## config.mk

```make
export PLATFORM = sky130hd
export DESIGN_NAME = txfault_monitor
export DESIGN_NICKNAME = d
export VERILOG_FILES = /design/src/rtl/txf_pkg.sv /design/src/rtl/txf_dwell_timer.sv /design/src/rtl/txf_cycle_qual.sv /design/src/rtl/txf_fault_latch.sv /design/src/rtl/txfault_monitor.sv
export SDC_FILE = /design/constraint.sdc
export NUM_CORES = 1
export LEC_CHECK = 0
export BUFFER_PORTS_ARGS = -buffer_cell sky130_fd_sc_hd__buf_2
export CORE_MARGIN = 2
export CORE_UTILIZATION = 45
export CTS_CLUSTER_DIAMETER = 150
export CTS_CLUSTER_SIZE = 12
export DETAILED_ROUTE_END_ITERATION = 16
export GPL_ROUTABILITY_DRIVEN = 0
export PLACE_DENSITY_LB_ADDON = 0.08
export RECOVER_POWER = 100
export SKIP_LAST_GASP = 1
export SLEW_MARGIN = 20
export SYNTH_ARGS = -nofsm -noshare
export SYNTH_HDL_FRONTEND = slang
export SYNTH_SLANG_ARGS = --single-unit
```

## constraint.sdc

```tcl
create_clock -name clk -period 1.75 [get_ports clk]
set_clock_uncertainty 0.2 [all_clocks]
set_input_delay 0.35 -clock clk [delete_from_list [all_inputs] [get_ports clk]]
set_output_delay 0.35 -clock clk [all_outputs]
set_load 0.02 [all_outputs]
```

## src/rtl/txf_pkg.sv

```systemverilog
package txf_pkg;

  typedef enum logic [1:0] {
    OPM_STANDBY = 2'd0,
    OPM_NORMAL  = 2'd1,
    OPM_LISTEN  = 2'd2,
    OPM_SLEEP   = 2'd3
  } opmode_e;

  function automatic logic opm_monitored(opmode_e m);
    return (m == OPM_NORMAL) || (m == OPM_LISTEN);
  endfunction

endpackage

```

## src/rtl/txf_dwell_timer.sv

```systemverilog
module txf_dwell_timer #(
  parameter int LIMIT = 8
) (
  input  logic clk,
  input  logic rst,
  input  logic tick,
  input  logic active,
  output logic expired
);
  localparam int TW = $clog2(LIMIT + 1);
  localparam logic [TW-1:0] TOP = TW'(LIMIT);

  logic [TW-1:0] cnt_q;

  always_ff @(posedge clk) begin
    if (rst || !active) begin
      cnt_q <= '0;
    end else if (tick && (cnt_q != TOP)) begin
      cnt_q <= cnt_q + 1'b1;
    end
  end

  assign expired = active && (cnt_q == TOP);
endmodule

```

## src/rtl/txf_cycle_qual.sv

```systemverilog
module txf_cycle_qual #(
  parameter int CYCLES = 4
) (
  input  logic clk,
  input  logic rst,
  input  logic txd,
  input  logic bus_short,
  input  logic armed,
  input  logic restart,
  output logic bus_fail
);
  localparam int CW = $clog2(CYCLES + 1);
  localparam logic [CW-1:0] LAST = CW'(CYCLES - 1);

  logic          txd_q;
  logic [CW-1:0] run_q;
  logic          flag_q;
  logic          rise;

  assign rise = !txd_q && txd;

  always_ff @(posedge clk) begin
    if (rst) begin
      txd_q  <= 1'b1;
      run_q  <= '0;
      flag_q <= 1'b0;
    end else begin
      txd_q <= txd;
      if (restart) begin
        run_q  <= '0;
        flag_q <= 1'b0;
      end else if (!armed) begin
        run_q <= '0;
      end else if (rise) begin
        if (!bus_short) begin
          run_q <= '0;
        end else if (run_q == LAST) begin
          flag_q <= 1'b1;
        end else begin
          run_q <= run_q + 1'b1;
        end
      end
    end
  end

  assign bus_fail = flag_q;
endmodule

```

## src/rtl/txf_fault_latch.sv

```systemverilog
module txf_fault_latch (
  input  logic clk,
  input  logic rst,
  input  logic mon,
  input  logic enter_normal,
  input  logic txd,
  input  logic bus_dom,
  input  logic txd_expired,
  input  logic bus_expired,
  input  logic overtemp,
  input  logic txrx_short,
  output logic tx_en,
  output logic local_fail
);
  logic en_q, lf_q;
  logic set_fault, resolved, release_ok, en_nxt;

  assign set_fault  = mon && (txd_expired || overtemp || txrx_short);
  assign resolved   = txd && !overtemp && !txrx_short;
  assign release_ok = resolved && (enter_normal || bus_dom);

  always_comb begin
    en_nxt = en_q;
    if (set_fault)       en_nxt = 1'b0;
    else if (release_ok) en_nxt = 1'b1;
  end

  always_ff @(posedge clk) begin
    if (rst) begin
      en_q <= 1'b1;
      lf_q <= 1'b0;
    end else begin
      en_q <= en_nxt;
      lf_q <= !en_nxt || (mon && bus_expired);
    end
  end

  assign tx_en      = en_q;
  assign local_fail = lf_q;
endmodule

```

## src/rtl/txfault_monitor.sv

```systemverilog
module txfault_monitor #(
  parameter int TXD_TO_TICKS = 8,
  parameter int BUS_TO_TICKS = 12,
  parameter int FAIL_CYCLES  = 4
) (
  input  logic       clk,
  input  logic       rst,
  input  logic       tick,
  input  logic       txd,
  input  logic       bus_dom,
  input  logic       bus_short,
  input  logic       txrx_short,
  input  logic       overtemp,
  input  logic [1:0] mode,
  output logic       bus_fail,
  output logic       local_fail,
  output logic       tx_en
);
  import txf_pkg::*;

  opmode_e mode_e, mode_q;
  logic    mon, enter_normal;
  logic    txd_exp, bus_exp;

  assign mode_e       = opmode_e'(mode);
  assign mon          = opm_monitored(mode_e);
  assign enter_normal = (mode_e == OPM_NORMAL) && (mode_q != OPM_NORMAL);

  always_ff @(posedge clk) begin
    if (rst) mode_q <= OPM_STANDBY;
    else     mode_q <= mode_e;
  end

  txf_dwell_timer #(.LIMIT(TXD_TO_TICKS)) u_txd_tmr (
    .clk(clk), .rst(rst), .tick(tick),
    .active(mon && !txd), .expired(txd_exp)
  );

  txf_dwell_timer #(.LIMIT(BUS_TO_TICKS)) u_bus_tmr (
    .clk(clk), .rst(rst), .tick(tick),
    .active(mon && bus_dom), .expired(bus_exp)
  );

  txf_fault_latch u_latch (
    .clk(clk), .rst(rst), .mon(mon), .enter_normal(enter_normal),
    .txd(txd), .bus_dom(bus_dom), .txd_expired(txd_exp),
    .bus_expired(bus_exp), .overtemp(overtemp), .txrx_short(txrx_short),
    .tx_en(tx_en), .local_fail(local_fail)
  );

  txf_cycle_qual #(.CYCLES(FAIL_CYCLES)) u_qual (
    .clk(clk), .rst(rst), .txd(txd), .bus_short(bus_short),
    .armed((mode_e == OPM_NORMAL) && tx_en), .restart(enter_normal),
    .bus_fail(bus_fail)
  );
endmodule

```

# Yosys cells after proc, flatten, opt, wreduce, memory -nomap -nowiden
# Index checks and enable logic that the tools add are counted.
# totals
register_bits	17
in_bits	10
word_cells	57
# op_classes
n_addsub	3
eq_ne	9
mux	4
bitwise_logic	1
n_reduce_logical	32
# op_table
operator	count
logical AND 1 bit	14
adder 4 x 1 -> 4 bit (second input constant)	2
equality test 4 bit (second input constant)	2
inequality test 4 bit (second input constant)	2
logical NOT 1 bit	7
logical OR 1 bit	7
2-to-1 mux 3 bit	2
AND reduction 4 bit	1
adder 3 x 1 -> 3 bit (second input constant)	1
equality test 3 x 2 -> 1 bit (second input constant)	1
OR reduction 3 bit	1
equality test 2 x 1 -> 1 bit (second input constant)	1
equality test 2 bit (second input constant)	1
2-to-1 mux 1 bit	2
inequality test 2 x 1 -> 1 bit (second input constant)	1
inequality test 2 bit (second input constant)	1
AND reduction 2 bit	1
OR reduction 2 bit	1
inverter 1 bit	1

# Logic depth before layout (Yosys ltp)
# logic_depth
word_depth	10
ltp_mapped	5
mapped_depth_nobuf	5

# Cells and area by module
# A second synthesis with hierarchy kept.
# hier_totals
cells_unflattened	99
hier_area_um2	862.1
# by_module_without_submodules
mod	n_inst	cells_each	area_per_inst_um2
txf_cycle_qual	1	25	239.0
txf_dwell_timer at u_txd_tmr	1	26	217.7
txf_dwell_timer at u_bus_tmr	1	27	212.7
txfault_monitor	1	12	97.6
txf_fault_latch	1	9	95.1

# Worst setup path after synthesis
# OpenSTA, ideal clock, no wires.
# synth_timing
path_kind	flip-flop to flip-flop
start	reg u_qual.run_q[0]
end	reg u_qual.run_q[2]
setup_ps	70
t_arrival_ps	1349
path_slack_ps	131
path_stages_with_launch	5
period_less_slack_ps	1619
path_cell_list	dfxtp_1 ha_1 ha_1 or4b_1 a21oi_1
# synth_between
elab_chain_len	3
word_cells_on_any_way	6
# synth_lines
element	line	text
start: declaration	txf_cycle_qual.sv:16	logic [CW-1:0] run_q;
start signal: assignment	txf_cycle_qual.sv:40	run_q <= run_q + 1'b1;
adder 3 x 1 -> 3 bit or equality test 3 x 2 -> 1 bit (tied branches)	txf_cycle_qual.sv:40, txf_cycle_qual.sv:37	
2-to-1 mux 3 bit or inequality test 2 bit (tied branches)	--	
2-to-1 mux 3 bit or AND reduction 2 bit (tied branches)	--	
# Parallel ways exist; a longest one is shown, timed or not. The select of a mux whose other input is x is not followed.
# A chain may end at the register's enable or synchronous reset.

# Worst setup path in the final report
# Same ends and word-level chain as after synthesis.

==> run summary <==
GR Util All Layers: 14.7%
First-pass DRT Iterations: 2
Max incr delay on CP: 0.52 ns
Top post-synthesis cells by area: dfxtp_1 (40%), ha_1 (10%), nand2_1 (4.4%), a21oi_1 (2.9%), nor3b_2 (2.9%)
Layout fillers: 191
Req. time, crit path: 1.77 ns
Residual DRC count: 0
Vias: 687
CTS Buffer Depth: 2
Post-synth cell types: 38
Hold Fails Final Rpt: 0
Pleak: 0.381 nW
Most frequent cells in the layout: dfxtp_1 (16), nand2_1 (10), buf_2 (8)
Hpwl dp: 1160 µm
Commonest non-fill, non-tap cell in the layout: dfxtp_1
Max Used Layer: met4
Min Tclk post-route: 1.71 ns
Die height: 47.7 µm
DR WL/cell: 10.9 µm
Post-route ant nets: 0
Finished Core Util: 54.8%
Clock Tree Root: clkbuf_4
Placement Cell Area: 958 µm²
Synth Area in Adders: 10.2%
Clock tree from TritonCTS: done
Vias per inst: 5.13
First-pass GRT wire length: 2360 µm
# hold bufs at CTS: 0
Post-synthesis simple-gate area fraction: 26.5%
MaxCap Viol Count: 0
Top-area cell type share of the netlist area: 39.5%
WP data arrival: 1.73 ns
Design Area, Final: 966 µm²
N_diodes: 0
Routed met2 length: 699 µm
Critical path's slowest cell: or4b_4
CP max FO: 3
Leading area contributor after synthesis: dfxtp_1
WP buf/inv: 0
Clk Latency, worst-skew pair: 0.28 ns
Largest net degree at the start of global routing: 11
Total clock sinks: 17
Area of the core: 1760 µm²
Worst-path clk slew: 0.09 ns
Post-synthesis sequential area ratio: 39.5%
Crit path launch type: flip-flop
Met3 WL: 38 µm
H-tree depth: 1
Final setup viols: 0
Syn_nets: 109
Gr ovfl total: 0
Initial DRC count: 7
I/O pins: 13
Post-synthesis compound-gate area fraction: 16.0%
Die width: 47.7 µm
Max Clock Freq: 584 MHz
Crit Path Category: reg -> reg
Max_slew headroom: 73.3%
Unrepaired setup endpoints after global routing: no
Number of synthesized register bits: 17
CP cell instances: ha_1 > ha_1 > or4b_4 > a21oi_2
Worst hold-check path type: in -> reg
Max VDD drop: 0.418 mV
Mux share of post-synthesis cell area: 2.33%
Critical Path Sink Type: flip-flop
Mean Syn Cell Area: 9.36 µm²
Post-Syn Area: 861 µm²
Die footprint: 2280 µm²
Nets: 127
Tcrit/Tclk final: 97.9%
Layout cells sized above 1: 16.5%
Critical Path Most Common Cell: ha_1
Main combinational cell family by area after synthesis: simple AND/OR/NAND/NOR gates
Num CTS Buffers: 3
Status: completed
Initial Utilization: 48.8%
Synth-to-Final Area Change: 12.2%
Vias in the first global route: 600
Syn Inst Count: 92
Rows: 15
Metal-1 WL: 706 µm
Initial antenna violation count: 0
Pwr Density: 703 nW/µm²
YS warnings: 0
PortBufs: 12
Synth Area in XOR/XNOR: 1.02%
Worst-Margin Slew: 0.391 ns
CP top delay family: simple AND/OR/NAND/NOR gates
Routed WL: 1460 µm
Final Max Slew Viols: 0
synthesized netlist by cell type:
library cell	instances
a41o_1	1
buf_6	1
a2111oi_0	1
a21boi_1	1
ha_1	7
and2_1	2
nand3b_1	1
or4b_1	2
a21oi_1	5
nand3_1	1
nor3b_2	2
a21o_1	1
buf_2	1
o21ai_0	4
nor2b_1	2
nor2_1	4
o21ai_1	1
nand2b_1	1
a211o_1	2
nand4_1	3
or3_4	1
nand2_1	10
dfxtp_1	17
nor3_1	1
a211oi_2	1
nand4b_1	1
a31oi_1	1
or2_0	1
or3_1	1
or2_2	1
mux2i_1	2
or3b_1	1
and3_1	1
nand2b_2	1
o2bb2ai_1	1
inv_1	6
xor2_1	1
a311oi_1	1
repair_timing:
item / in CTS / in global routing
setup endpoints to repair: 0 / 1
gates resized for setup: 0 / 3
setup buffers: 0 / 0
report_power, final:
group | total (mW) | internal (mW) | switching, mW
Clock | 0.202 | 0.0884 | 0.113
Sequential | 0.406 | 0.398 | 0.00721
Combinational | 0.0717 | 0.0303 | 0.0414
Total | 0.679 | 0.517 | 0.162
per-stage QoR:
step                      setup slack, ns  instances  hold slack, ns  total power [mW]  setup TNS [ns]
after floorplan                     0.131         92           0.250             0.465               0
after global placement             0.0160        130           0.241             0.492               0
after detailed placement         -0.00912        130           0.263             0.492        -0.00912
after CTS                         0.00642        134          0.0945             0.700               0
after global routing              0.00993        134           0.127             0.716               0
final                              0.0363        134           0.101             0.679               0
cell type report:
type / count / area, µm² / area share, %
clock buffer: 4 / 26.3 / 2.72
timing repair buffer: 15 / 70.1 / 7.25
inverter: 6 / 22.5 / 2.33
tap: 25 / 31.3 / 3.24
sequential: 17 / 342 / 35.4
multi-input combinational: 67 / 474 / 49.1
registers in the layout, summed over array words and instances, names as in the netlist:
register	flops
mode_q	2
u_bus_tmr.cnt_q	4
u_latch.local_fail	1
u_latch.tx_en	1
u_qual.bus_fail	1
u_qual.run_q	3
u_qual.txd_q	1
u_txd_tmr.cnt_q	4
metal layers:
layer | vias to the layer above | GRT usage (%)
met1 | 314 | 18.7
met3 | 2 | 2.26
met4 | 0 | 8.11
met2 | 6 | 23.7
li1 | 365 | -
met5 | - | 0
cell families after synthesis:
logic type                 count (synthesis)
AOI/OAI and AO/OA                         20
xor gates and xnor gates                   1
adders and majority gates                  7
buffers and inverters                      8
DFF                                       17
muxes                                      2
and+or+nand+nor                           37
path summary, 6_finish.rpt:
path,startpoint,end,slack (ns),cells past startpoint
setup / recovery,u_qual.run_q[0],u_qual.run_q[2],0.04,4
setup reg to reg,u_qual.run_q[0],u_qual.run_q[2],0.04,4
hold reg to reg,u_qual.bus_fail,u_qual.bus_fail,0.28,1
hold / removal,mode[1],mode_q[1],0.10,3
worst register-to-register path: stages (launching register included):
cell     delay [ns]
dfxtp_2        0.34
ha_1           0.20
ha_1           0.28
or4b_4         0.52
a21oi_2        0.12
Note: power is estimated with default switching activity, not from simulation.
